===== config.mk =====
export PLATFORM = sky130hd
export DESIGN_NAME = taylor_sine_corrector
export DESIGN_NICKNAME = d
export VERILOG_FILES = /design/src/rtl/taylor_pkg.sv /design/src/rtl/taylor_err_scale.sv /design/src/rtl/taylor_deriv_mult.sv /design/src/rtl/taylor_round_sat.sv /design/src/rtl/taylor_sine_corrector.sv
export SDC_FILE = /design/constraint.sdc
export NUM_CORES = 1
export LEC_CHECK = 0
export ABC_AREA = 1
export BUFFER_PORTS_ARGS = -buffer_cell sky130_fd_sc_hd__buf_2
export CORE_UTILIZATION = 25
export CTS_CLUSTER_DIAMETER = 40
export DETAILED_ROUTE_END_ITERATION = 6
export GPL_ROUTABILITY_DRIVEN = 0
export SLEW_MARGIN = 10
export SYNTH_ARGS = -nofsm -noshare
export SYNTH_HDL_FRONTEND = slang
export SYNTH_HIERARCHICAL = 1
export SYNTH_SLANG_ARGS = --single-unit

===== constraint.sdc =====
create_clock -name clk -period 5.5 [get_ports clk]
set_input_delay 0.55 -clock clk [delete_from_list [all_inputs] [get_ports clk]]
set_output_delay 0.55 -clock clk [all_outputs]
set_load 0.005 [all_outputs]

===== src/rtl/taylor_pkg.sv =====
package taylor_pkg;
  localparam real HALF_PI = 1.5707963267948966;

  // pi/2 scaled by 2^frac and rounded to nearest
  function automatic int pi_half_fixed(input int frac);
    return $rtoi(HALF_PI * (2.0 ** frac) + 0.5);
  endfunction
endpackage


===== src/rtl/taylor_err_scale.sv =====
module taylor_err_scale #(
  parameter int VAL_W   = 16,
  parameter int ERR_W   = 10,
  parameter int PI_FRAC = 16,
  parameter int TRIM    = 3,
  parameter int P1T_W   = 24
) (
  input  logic                    clk,
  input  logic                    rst,
  input  logic                    en,
  input  logic                    in_v,
  input  logic signed [VAL_W-1:0] val_i,
  input  logic signed [VAL_W-1:0] der_i,
  input  logic [ERR_W-1:0]        err_i,
  output logic                    v_o,
  output logic signed [VAL_W-1:0] val_o,
  output logic signed [VAL_W-1:0] der_o,
  output logic [P1T_W-1:0]        scaled_o
);
  localparam int K_W  = PI_FRAC + 1;
  localparam int P1_W = ERR_W + K_W;
  localparam logic [K_W-1:0] K_CONST = K_W'(taylor_pkg::pi_half_fixed(PI_FRAC));

  logic [P1_W-1:0] prod;
  assign prod = P1_W'(err_i) * P1_W'(K_CONST);

  always_ff @(posedge clk) begin
    if (rst) begin
      v_o      <= 1'b0;
      val_o    <= '0;
      der_o    <= '0;
      scaled_o <= '0;
    end else if (en) begin
      v_o      <= in_v;
      val_o    <= val_i;
      der_o    <= der_i;
      scaled_o <= P1T_W'(prod >> TRIM);
    end
  end

  assert_zero_err_R5: assert property (@(posedge clk) disable iff (rst)
    (en && in_v && err_i == '0) |=> (scaled_o == '0));
endmodule


===== src/rtl/taylor_deriv_mult.sv =====
module taylor_deriv_mult #(
  parameter int VAL_W     = 16,
  parameter int P1T_W     = 24,
  parameter bit SUB_DERIV = 1'b0
) (
  input  logic                          clk,
  input  logic                          rst,
  input  logic                          en,
  input  logic                          in_v,
  input  logic signed [VAL_W-1:0]       val_i,
  input  logic signed [VAL_W-1:0]       der_i,
  input  logic [P1T_W-1:0]              scaled_i,
  output logic                          v_o,
  output logic signed [VAL_W-1:0]       val_o,
  output logic signed [VAL_W+P1T_W:0]   term_o
);
  localparam int P2_W = VAL_W + P1T_W + 1;

  logic signed [P2_W-1:0] opa, opb, prod, term;
  assign opa  = P2_W'(der_i);
  assign opb  = P2_W'($signed({1'b0, scaled_i}));
  assign prod = opa * opb;

  generate
    if (SUB_DERIV) begin : g_sub
      assign term = -prod;
    end else begin : g_add
      assign term = prod;
    end
  endgenerate

  always_ff @(posedge clk) begin
    if (rst) begin
      v_o    <= 1'b0;
      val_o  <= '0;
      term_o <= '0;
    end else if (en) begin
      v_o    <= in_v;
      val_o  <= val_i;
      term_o <= term;
    end
  end
endmodule


===== src/rtl/taylor_round_sat.sv =====
module taylor_round_sat #(
  parameter int VAL_W = 16,
  parameter int P2_W  = 41,
  parameter int SH    = 31
) (
  input  logic                    clk,
  input  logic                    rst,
  input  logic                    en,
  input  logic                    in_v,
  input  logic signed [VAL_W-1:0] val_i,
  input  logic signed [P2_W-1:0]  term_i,
  output logic                    v_o,
  output logic signed [VAL_W-1:0] q_o
);
  localparam int BASE_W = ((VAL_W + SH) > P2_W) ? (VAL_W + SH) : P2_W;
  localparam int SUM_W  = BASE_W + 1;
  localparam logic [SUM_W-1:0] HALF = SUM_W'(1) << (SH - 1);
  localparam logic signed [SUM_W-1:0] QMAX =
    {{(SUM_W-VAL_W+1){1'b0}}, {(VAL_W-1){1'b1}}};
  localparam logic signed [SUM_W-1:0] QMIN =
    {{(SUM_W-VAL_W+1){1'b1}}, {(VAL_W-1){1'b0}}};

  logic signed [SUM_W-1:0] val_ext, val_sh, term_ext, sum, rnd;
  logic signed [VAL_W-1:0] clamped;

  assign val_ext  = SUM_W'(val_i);
  assign val_sh   = val_ext <<< SH;
  assign term_ext = SUM_W'(term_i);
  assign sum      = val_sh + term_ext;
  assign rnd      = (sum + $signed(HALF)) >>> SH;

  always_comb begin
    if (rnd > QMAX)      clamped = QMAX[VAL_W-1:0];
    else if (rnd < QMIN) clamped = QMIN[VAL_W-1:0];
    else                 clamped = rnd[VAL_W-1:0];
  end

  always_ff @(posedge clk) begin
    if (rst) begin
      v_o <= 1'b0;
      q_o <= '0;
    end else if (en) begin
      v_o <= in_v;
      q_o <= clamped;
    end
  end

  assert_pos_no_wrap_R4: assert property (@(posedge clk) disable iff (rst)
    (en && in_v && !sum[SUM_W-1]) |=> !q_o[VAL_W-1]);
  assert_neg_no_wrap_R4: assert property (@(posedge clk) disable iff (rst)
    (en && in_v && sum[SUM_W-1]) |=> (q_o[VAL_W-1] || q_o == '0));
endmodule


===== src/rtl/taylor_sine_corrector.sv =====
module taylor_sine_corrector #(
  parameter int VAL_W     = 16,
  parameter int ERR_W     = 10,
  parameter int ADDR_W    = 8,
  parameter int PI_FRAC   = 16,
  parameter int MUL_A_MAX = 25,
  parameter bit SUB_DERIV = 1'b0
) (
  input  logic             clk,
  input  logic             rst,
  input  logic             in_valid,
  output logic             in_ready,
  input  logic [VAL_W-1:0] in_value,
  input  logic [VAL_W-1:0] in_deriv,
  input  logic [ERR_W-1:0] in_err,
  output logic             out_valid,
  input  logic             out_ready,
  output logic [VAL_W-1:0] out_value
);
  localparam int K_W   = PI_FRAC + 1;
  localparam int P1_W  = ERR_W + K_W;
  localparam int TRIM  = (P1_W > MUL_A_MAX - 1) ? (P1_W - (MUL_A_MAX - 1)) : 0;
  localparam int P1T_W = P1_W - TRIM;
  localparam int P2_W  = VAL_W + P1T_W + 1;
  localparam int SH    = ERR_W + PI_FRAC - TRIM + ADDR_W;

  logic en;
  logic v1, v2;
  logic signed [VAL_W-1:0] val1, der1, val2, q;
  logic [P1T_W-1:0] scaled1;
  logic signed [P2_W-1:0] term2;

  assign en       = out_ready || !out_valid;
  assign in_ready = en;

  taylor_err_scale #(
    .VAL_W(VAL_W), .ERR_W(ERR_W), .PI_FRAC(PI_FRAC), .TRIM(TRIM), .P1T_W(P1T_W)
  ) u_scale (
    .clk(clk), .rst(rst), .en(en), .in_v(in_valid),
    .val_i($signed(in_value)), .der_i($signed(in_deriv)), .err_i(in_err),
    .v_o(v1), .val_o(val1), .der_o(der1), .scaled_o(scaled1)
  );

  taylor_deriv_mult #(
    .VAL_W(VAL_W), .P1T_W(P1T_W), .SUB_DERIV(SUB_DERIV)
  ) u_mult (
    .clk(clk), .rst(rst), .en(en), .in_v(v1),
    .val_i(val1), .der_i(der1), .scaled_i(scaled1),
    .v_o(v2), .val_o(val2), .term_o(term2)
  );

  taylor_round_sat #(
    .VAL_W(VAL_W), .P2_W(P2_W), .SH(SH)
  ) u_round (
    .clk(clk), .rst(rst), .en(en), .in_v(v2),
    .val_i(val2), .term_i(term2),
    .v_o(out_valid), .q_o(q)
  );

  assign out_value = q;

  assert_hold_R6: assert property (@(posedge clk) disable iff (rst)
    (out_valid && !out_ready) |=> (out_valid && $stable(out_value)));
  assert_flow_R2: assert property (@(posedge clk) disable iff (rst)
    (in_ready && v2) |=> out_valid);
endmodule


== Word-level counts from Yosys, hierarchy flattened ==
Index checks and enable logic that the tools add are counted.
Operators by class
  add/sub/neg operators: 2
  multipliers: 2
  div/mod/pow operators: 0
  $lt $le $gt $ge: 2
  equal/unequal tests: 0
  shift operators: 0
  multiplexer cells: 2
  bitwise gates (word level): 0
  reductions and logical operators: 2
Operator list (number)
  $add 47x41->48: 1
  $add 48x32->48 const B: 1
  $mul 16x23->39: 1
  $mux 16: 2
  $mul 10x12->22 const B: 1
  $gt 17x16->1 const B: 1
  $lt 17x16->1 const B: 1
  $logic_not 1->1: 1
  $logic_or 1x1->1: 1
Word-level totals
  flip-flop bits (word level): 130
  bits in latches: 0
  bits in writable memories: 0
  memory bits (read-only): 0
  input bits: 46
  output and inout bits: 18
  word-level logic and storage cells: 19
  memories kept: 0

== Depth between registers and ports, before layout ==
Gate-level depths: netlist of the first run.
  depth in word-level cells: 5
  gate-level depth with buffers: 30
  gate-level depth less buffers: 29

== By module ==
Netlist of the first run, hierarchy kept.
Modules (own cells, without submodules)
  taylor_deriv_mult: times used 1, cells an instance 2240, area an instance 15989.1 um2, seq. area each 1161.1 um2
  taylor_err_scale: times used 1, cells an instance 539, area an instance 3878.7 um2, seq. area each 1101.1 um2
  taylor_round_sat: times used 1, cells an instance 253, area an instance 1639.1 um2, seq. area each 340.3 um2
  taylor_sine_corrector: times used 1, cells an instance 2, area an instance 7.5 um2, seq. area each 0.0 um2

== Least setup slack after synthesis of the first run ==
Ideal clock, no wire load.
  path type: reg-to-reg
  start point: register u_scale.scaled_o[5]
  end point: register u_mult.term_o[27]
  library setup time: 109 ps
  arrival time: 5398 ps
  data required time: 5391 ps
  slack: -7 ps
  cell stages (with the launch flop): 26
  path buffers: 2
  clock period less this slack: 5507 ps
  cell sequence: dfxtp_1 > clkbuf_1 > clkbuf_1 > nand2_1 > fa_1 > inv_1 > fa_1 > inv_1 > fa_1 > inv_1 > fa_1 > fa_1 > inv_1 > fa_1 > inv_1 > ha_1 > a21oi_1 > nand2_1 > a31oi_1 > nand2_1 > nand2_1 > nand2_1 > nand2_1 > nand3_1 > nand2_1 > inv_1
Between the ends
  cells in the longest elaborated chain, start to end: 1
RTL lines
  from (decl): line taylor_err_scale.sv:18  | output logic [P1T_W-1:0] scaled_o
  from (signal assigned): line taylor_err_scale.sv:37  | scaled_o <= P1T_W'(prod >> TRIM);
  $mul 16x23->39: line taylor_deriv_mult.sv:22  | assign prod = opa * opb;
  to (signal assigned): line taylor_deriv_mult.sv:40  | term_o <= term;
  to (decl): line taylor_deriv_mult.sv:15  | output logic signed [VAL_W+P1T_W:0] term_o
Every way passes these cells.
A chain may end at the register's enable or synchronous reset.

== Worst setup path in the final report of the first run ==
  start point: register u_scale.der_o[4]
  end point: register u_mult.term_o[37]
Between the ends
  cells in the longest elaborated chain, start to end: 1
RTL lines
  from (decl): line taylor_err_scale.sv:17  | output logic signed [VAL_W-1:0] der_o,
  from (signal assigned): line taylor_err_scale.sv:36  | der_o <= der_i;
  $mul 16x23->39: line taylor_deriv_mult.sv:22
Every way passes these cells.

==> out/metrics.csv, run 1 <==
metric,value,unit
status,"complete, no violations",
hold-worst-slack,364.2,ps
crit_top_cell,fa_1,
drtIter0Drc,910,
start_util,25.32,%
grt_pass1_wl,85810,µm
yosys_warnings,6,
die-height,285.3,µm
fin_nets,3503,
critPathMaxStageDelay,570,ps
route.detailed.drc,0,
antenna_cells,0,
hp-class,in -> reg,
worst_ep_arrival_time,5630,ps
end_kind,flip-flop,
path_max_fanout,4,
clk_latency,410,ps
post-place-ws,-264.1,ps
cts_buffer_depth,2,
grt_util_all_layers,13.05,%
numCtsBuffers,9,
cp.required,5800,ps
drive_above_1_share,16.68,%
relSlewSlack,44.55,%
cap_viol_max_count,0,
antenna_found_initial,0,
grt_overflow_total,0,
viasPerCell,4.245,
rsz0062_at_grt,true,
die_area,81410,µm²
startpoint_type,flip-flop,
port_buffers,63,
peakVddDrop,0.0006063,V
finalHoldViolCount,0,
powerDensity,482.5,nW/µm²
numClockSinks,100,
path_class,reg -> reg,
clock_skew,17.87,ps
hpwl,42750,µm
avgSynthCellArea,7.119,µm²
period_share,96.91,%
drt_wl_total,53050,µm
slew_viol_final,0,
fin_crit,5330,ps
clkTransAtPathRegs,80,ps
cts_hold_buf,0,
first_pass_iters,5,
worstMarginPinSlew,831.8,ps
dp_cells,3937,
syn-instance-count,2819,
core_region_area,79260,µm²
path_cells,clkbuf_16 -> nand2_2 -> inv_2 -> fa_1 -> inv_2 -> fa_1 -> fa_2 -> inv_1 -> fa_1 -> fa_1 -> inv_1 -> fa_1 -> inv_2 -> ha_4 -> nand2_2 -> inv_2 -> buf_4 -> nand2_1 -> nor3_2 -> nand2_2 -> nand3_1 -> nand3_1 -> nand2_1 -> inv_1,
rows,103,
slowest_stage,fa_2,
area_growth,18.90,%
final_cells,3975,
grt_max_degree,76,
io_pins,64,
grt_pass1_vias,17070,
cts_root_buffer,clkbuf_16,
die_x,285.3,µm
setup_slack,169.7,ps
leakage,13.67,nW
power,11.51,mW
cts.htree.levels,3,
vias,16870,
setup_violations,0,
post-route-util,30.11,%
routedWlPerCell,13.35,µm
syn_area,20070,µm²
cts_tree,done,
drtAntennaViolNets,0,
max_freq,0.1876,GHz
[cells in the final DEF (no fill, tap or decap), types with 3 or more instances in the layout]
cell type    n
a21oi_1     33
a21oi_2     31
a21oi_4      3
a31oi_1      4
and2_1       4
buf_12      21
buf_2       63
buf_4       94
buf_6       12
clkbuf_16   14
dfxtp_1     70
dfxtp_2     14
dfxtp_4     16
fa_1       298
fa_2        21
ha_1       190
ha_4        27
inv_1      738
inv_2       33
nand2_1    664
nand2_2     59
nand2_4     11
nand3_1     54
nand3_2     16
nand4_1      4
nor2_1     239
nor2_2      16
nor2_4       8
nor3_1       9
nor3_2       4
o21ai_0     92
o21ai_1      3
o21bai_1     4
or2_2       10
xnor2_1      6
xor2_1      15
[critical path, delay by kind of cell, from the launching register on]
kind          cells  cell delay [ps]
flops             1              390
buf+inv           9              600
simple gates      8              820
fa+ha+maj         7             3400
[state kept, by name, indices dropped and copies added, names as in the netlist]
register,cells
u_scale/val_o,16
u_scale/v_o,1
u_round/q_o,16
u_mult/v_o,1
u_mult/term_o,11
u_scale/der_o,16
u_mult/val_o,16
u_round/v_o,1
u_scale/scaled_o,22
[worst paths after layout]
kind | start | endpoint | slack, ps | cells after the start
worst max-delay path | u_scale/der_o[4]$_SDFFE_PP0P_ | u_mult/term_o[37]$_SDFFE_PP0P_ | 170 | 24
worst min-delay path | in_deriv[13] | u_scale/der_o[13]$_SDFFE_PP0P_ | 360 | 3
worst max register to register | u_scale/der_o[4]$_SDFFE_PP0P_ | u_mult/term_o[37]$_SDFFE_PP0P_ | 170 | 24
worst min register to register | u_round/q_o[15]$_SDFFE_PP0P_ | u_round/q_o[15]$_SDFFE_PP0P_ | 480 | 2
[layer usage]
metal,vias to the layer above,track usage (%),wire [µm]
met5,-,0,0
met4,0,3.369,995
met3,58,1.512,2658
met2,369,22.70,25140
met1,8133,17.03,24250
li1,8313,-,-
[final cells by class]
type                            count  area, µm²
Sequential cell                   100       2079
Inverter                          772       2900
Timing Repair Buffer              197       1724
Clock buffer                        9      225.2
Fill cell                        8524      55400
Multi-Input combinational cell   1840      15520
Tap cell                         1050       1314
Clock inverter                      7      102.6
[per-stage QoR]
stage,TNS (ps),instance area (µm²)
floorplan,0,20070
global placement,-1695,22340
detailed placement,-2059,22340
CTS,0,22720
global route,-322.1,23860
finish,0,23860
[report_power, final]
group	internal, mW	switching, mW
sequential	0.855	0.161
clock	0.370	0.372
combinational	4.17	5.59
total	5.39	6.12
[what timing repair did]
action	in CTS	in global routing
gates cloned	0	6
setup buffers	0	16
setup endpoints to repair	11	11
gates resized for setup	30	234
pin swaps	3	128
hold endpoints to repair	0	0
(Power assumes the default switching activity.)
==> inputs of run 2 (changes only) <==
CORE_MARGIN = 3   (was unset)
clock period = 4.9 ns   (was 5.5 ns; I/O delays follow)
==> run 2 against run 1 <==
Net effect: the run now ends with negative setup slack left; sequential share of layout area is 0.19 points lower; combinational power is 15% higher; first-iteration DRC count is 1.8% higher; critical endpoint is now u_mult/term_o[31]$_SDFFE_PP0P_; count of clock-buffer cells in the layout stayed put; total power is 14% higher; core utilization is 0.70 points higher; non-clock buffer count is 53 higher; register-to-register slack worse by 680 ps; final cell count is 1.3% higher; clock power hardly changed; fmax is 1.4% lower; critical path type unchanged.
==> out/metrics.csv, run 2 (same netlist as run 1, synthesis figures left out) <==
metric,value,unit,change
route.detailed.drc,0,,unchanged
cp.required,5190,ps,-610 ps
min_from,in_deriv[15],,
grt_max_degree,77,,+1.3%
startpoint_type,flip-flop,,
clkTransAtPathRegs,90,ps,about the same
powerDensity,537.5,nW/µm²,+11%
worst_ep_arrival_time,5700,ps,+70 ps
antenna_cells,0,,unchanged
route.met3.wl,2649,µm,-0.34%
finalSetupTns,-4758,ps,-4758 ps
hold-worst-slack,288.6,ps,-75.61 ps
largest_register,u_scale/scaled_o,,
drt_wl_total,55230,µm,+4.1%
grt_util_all_layers,13.88,%,+0.83 points
path_class,reg -> reg,,
slowest_stage,fa_1,,
antenna_found_initial,2,,+2
cts.htree.levels,3,,unchanged
wl_met1,25040,µm,+3.3%
violations,negative setup slack,,
cts_tree,done,,
r2r-end,u_mult/term_o[31]$_SDFFE_PP0P_,,
highest_layer,met5,,
vias,17080,,+1.2%
r2r_start,u_scale/der_o[9]$_SDFFE_PP0P_,,
grt_pass1_wl,92650,µm,+8.0%
leakage,14.07,nW,+2.9%
design_area,24420,µm²,+2.3%
viasPerCell,4.241,,about the same
dpl_cell_area,23110,µm²,+3.5%
rows,103,,unchanged
dr_wl_met2,26530,µm,+5.5%
finalHoldViolCount,0,,unchanged
die-height,289.3,µm,+1.4%
final_cells,4028,,+1.3%
final_common_cell,inv_1,,
end_kind,flip-flop,,
numClockSinks,100,,unchanged
endpoint,u_mult/term_o[31]$_SDFFE_PP0P_,,
clock_skew,23.33,ps,+5.462 ps
start_util,25.32,%,unchanged
dp_cells,3962,,+0.64%
grt_overflow_total,0,,unchanged
die_area,83710,µm²,+2.8%
worstMarginPinSlew,838.4,ps,+6.598 ps
status,"complete, but fails checks",,
relSlewSlack,44.11,%,-0.44 points
num-fill-cells,8551,,+0.32%
drtIter0Drc,926,,+1.8%
die_x,289.3,µm,+1.4%
io_pins,64,,unchanged
cts_buffer_depth,2,,unchanged
mostFrequentLayoutCells,"inv_1, nand2_1, fa_1",,
hpwl,43740,µm,+2.3%
hp-class,in -> reg,,
max_freq,0.1849,GHz,-1.4%
critPathMaxStageDelay,580,ps,about the same
slew_viol_final,0,,unchanged
cap_viol_max_count,0,,unchanged
rrSetupSlack,-510,ps,-680 ps
area_growth,21.66,%,
largest_register_ffs,22,,unchanged
numCtsBuffers,9,,unchanged
drtAntennaViolNets,0,,unchanged
clk_latency,410,ps,about the same
post-route-util,30.81,%,+0.70 points
port_buffers,63,,unchanged
cts_hold_buf,0,,unchanged
cts_root_buffer,clkbuf_16,,
setup_violations,11,,+11
routedWlPerCell,13.71,µm,+2.7%
cp-startpoint,u_scale/der_o[9]$_SDFFE_PP0P_,,
peakVddDrop,0.0006846,V,+13%
setup_slack,-507.6,ps,-677.3 ps
path_max_fanout,8,,+4
grt_pass1_vias,18000,,+5.4%
fin_crit,5408,ps,+77.26 ps
first_pass_iters,6,,+1
period_share,110.4,%,+13 points
rsz0062_at_grt,true,,
reg2reg_depth,27,,+13%
fin_nets,3557,,+1.5%
core_region_area,79260,µm²,unchanged
drive_above_1_share,18.87,%,+2.2 points
## run 2: worst min path at each step
stage / end / slack (ps) / cells after the start
global placement: u_round/q_o[15]$_SDFFE_PP0P_ / 470 / 2
global route: u_scale/der_o[13]$_SDFFE_PP0P_ / 290 / 3
detailed placement: u_mult/val_o[14]$_SDFFE_PP0P_ / 470 / 2
CTS: u_scale/der_o[15]$_SDFFE_PP0P_ / 270 / 3
finish: u_scale/der_o[15]$_SDFFE_PP0P_ / 290 / 3
floorplan: u_mult/val_o[15]$_SDFFE_PP0P_ / 450 / 2
## run 2: what timing repair did
item	in CTS	in global routing
resized for setup	102	76
buffers inserted	36	12
pin swaps	81	80
endpoints found under the setup margin	11	11
gates cloned	2	1
## run 2: layout make-up
type	count	area, µm²	area share, %
clock buffers	9	225.2	0.9224
clock inverters	6	46.29	0.1896
inverters	772	2910	11.92
multi-input cells	1840	15610	63.93
flip-flops and latches	100	2081	8.522
well taps	1050	1314	5.381
repair buffers	250	2222	9.101
repair inverters	1	8.758	0.03587
## run 2: worst max-delay path, delay by kind of cell, from the launching register on
family,cells,cell delay (ps)
AND/OR/NAND/NOR,10,820
AO/OA/AOI/OAI,1,170
buffers and inverters,9,610
adder cells (fa/ha/maj),7,3340
flip-flops,1,340
## run 2: through the flow
stage	setup WS, ps	power [mW]
2_1_floorplan	-22.40	8.282
3_3_place_gp	-585.0	10.79
3_5_place_dp	-667.8	10.85
4_1_cts	-490.2	12.47
5_1_grt	-719.7	14.60
6_report	-507.6	13.12
## run 2: per-layer routing
metal	track usage, %	vias to the layer above
met3	1.943	68
met5	0	-
met4	3.112	2
li1	-	8425
met2	24.13	364
met1	18.21	8224
## run 2: power breakdown
part           internal, mW  total [mW]  switching, mW
Combinational          4.74        11.2           6.43
Sequential            0.965        1.22          0.254
Clock                 0.347       0.738          0.391
==> inputs of run 3 (changes only) <==
CAP_MARGIN = 10   (was unset)
MAX_ROUTING_LAYER = met4   (was unset)
==> run 3 against run 2 <==
Net effect: fmax grew 0.30%; largest power group unchanged; first-iteration DRC count decreased by 1.3%; flip-flop and latch count stayed put; worst setup slack improved by 16 ps; highest routed layer is now met4; global-route usage rose by 0.41 points; die area did not move; the run still ends with negative setup slack left; design area shrank 0.17%; clock skew down 0.91 ps.
==> out/metrics.csv, run 3 (same netlist as run 1, synthesis figures left out) <==
metric,value,unit,change
setup_violations,11,,unchanged
area_growth,21.45,%,
final_cells,4028,,unchanged
die-height,289.3,µm,unchanged
cts.htree.levels,3,,unchanged
crit_top_cell,nand2_1,,
worstMarginPinSlew,842.4,ps,+4.018 ps
fin_crit,5391,ps,-16.44 ps
antenna_found_initial,1,,-1
dp_cells,3962,,unchanged
finalHoldViolCount,0,,unchanged
largest_register,u_scale/scaled_o,,
largest_register_ffs,22,,unchanged
io_pins,64,,unchanged
finalSetupTns,-4865,ps,-106.7 ps
hpwl,43740,µm,unchanged
numCtsBuffers,9,,unchanged
rows,103,,unchanged
post-place-ws,-667.8,ps,unchanged
end_kind,flip-flop,,
violations,negative setup slack,,
clk_latency,410,ps,about the same
period_share,110.0,%,-0.34 points
grt_max_degree,77,,unchanged
fin_nets,3556,,-0.028%
cts_hold_buf,0,,unchanged
drtAntennaViolNets,0,,unchanged
reg2reg_depth,26,,-3.7%
peakVddDrop,0.0006807,V,-0.57%
clkTransAtPathRegs,90,ps,about the same
worst_ep_arrival_time,5680,ps,-20 ps
rsz0062_at_grt,true,,
viasPerCell,4.230,,-0.25%
route.detailed.drc,0,,unchanged
cp.required,5190,ps,about the same
die_area,83710,µm²,unchanged
slew_viol_final,0,,unchanged
mostFrequentLayoutCells,"inv_1, nand2_1, fa_1",,
drtIter0Drc,914,,-1.3%
die_x,289.3,µm,unchanged
critPathMaxStageDelay,600,ps,+20 ps
r2r-end,u_mult/term_o[39]$_SDFFE_PP0P_,,
startpoint_type,flip-flop,,
path_class,reg -> reg,,
path_max_fanout,6,,-2
leakage,14.07,nW,about the same
port_buffers,63,,unchanged
core_region_area,79260,µm²,unchanged
max_freq,0.1855,GHz,+0.30%
cts_buffer_depth,2,,unchanged
cts_tree,done,,
slowest_stage,fa_1,,
setup_slack,-491.1,ps,+16.44 ps
endpoint,u_mult/term_o[39]$_SDFFE_PP0P_,,
hp-class,in -> reg,,
grt_overflow_total,0,,unchanged
hold-worst-slack,290.4,ps,+1.806 ps
cap_viol_max_count,0,,unchanged
design_area,24370,µm²,-0.17%
dpl_cell_area,23110,µm²,unchanged
start_util,25.32,%,unchanged
numClockSinks,100,,unchanged
rrSetupSlack,-490,ps,+20 ps
final_common_cell,inv_1,,
status,"complete, but fails checks",,
first_pass_iters,5,,-1
drive_above_1_share,18.54,%,-0.33 points
clock_skew,22.43,ps,-0.9077 ps
cts_root_buffer,clkbuf_16,,
grt_pass1_vias,18020,,+0.12%
r2r_start,u_scale/der_o[12]$_SDFFE_PP0P_,,
routedWlPerCell,13.74,µm,+0.21%
drt_wl_total,55340,µm,+0.21%
cp-startpoint,u_scale/der_o[12]$_SDFFE_PP0P_,,
powerDensity,532.5,nW/µm²,-0.93%
grt_pass1_wl,92680,µm,about the same
relSlewSlack,43.84,%,-0.27 points
vias,17040,,-0.25%
num-fill-cells,8556,,+0.058%
grt_util_all_layers,14.29,%,+0.41 points
[run 3: worst min path at each step]
stage,startpoint,to,slack (ps),cells after the start
2_1_floorplan,u_scale/val_o[15]$_SDFFE_PP0P_,u_mult/val_o[15]$_SDFFE_PP0P_,450,2
3_3_place_gp,u_round/q_o[15]$_SDFFE_PP0P_,u_round/q_o[15]$_SDFFE_PP0P_,470,2
5_1_grt,in_deriv[13],u_scale/der_o[13]$_SDFFE_PP0P_,290,3
3_5_place_dp,u_scale/val_o[14]$_SDFFE_PP0P_,u_mult/val_o[14]$_SDFFE_PP0P_,470,2
6_report,in_deriv[15],u_scale/der_o[15]$_SDFFE_PP0P_,290,3
4_1_cts,in_deriv[15],u_scale/der_o[15]$_SDFFE_PP0P_,270,3
[run 3: through the flow]
step | total power, mW | util [%]
after global routing | 14.45 | 30.75
after floorplan | 8.282 | -
after global placement | 10.79 | 29.16
final | 12.98 | 30.75
after detailed placement | 10.85 | 29.16
after CTS | 12.47 | 30.32
[run 3: repair_timing]
item,in CTS,in global routing
cloned,2,2
endpoints found under the setup margin,11,11
buffers inserted,36,10
gates resized for setup,102,66
pin swaps,81,68
[run 3: final cells by class]
type                       count  area (µm²)  share of cell area [%]
multi-input combinational   1840       15580                   63.90
inverter                     772        2910                   11.94
timing repair buffer         249        2213                   9.081
sequential                   100        2078                   8.526
tap                         1050        1314                   5.390
clock buffer                   9       225.2                  0.9240
clock inverter                 6       46.29                  0.1899
timing repair inverter         1       8.758                 0.03593
antenna                        1       2.502                 0.01027
[run 3: worst max-delay path, delay by kind of cell, from the launching register on]
family | cells | cell delay [ps]
DFF | 1 | 370
and+or+nand+nor | 10 | 790
adders and majority gates | 7 | 3480
buffers and inverters | 8 | 480
AOI/OAI and AO/OA | 1 | 160
[run 3: metal layers]
| layer | part of all wire [%] | GRT usage, % | wire, µm |
|---|---|---|---|
| met5 | 0 | - | 0 |
| met4 | 1.8 | 3.188 | 974 |
| met3 | 4.6 | 2.038 | 2535 |
| met2 | 48 | 24.13 | 26560 |
| met1 | 46 | 18.11 | 25270 |
[run 3: power breakdown]
part | total, mW | switching, mW | leakage (nW) | internal [mW]
Combinational | 11.0 | 6.35 | 13.1 | 4.67
Sequential | 1.22 | 0.259 | 0.842 | 0.964
Clock | 0.736 | 0.388 | 0.134 | 0.347
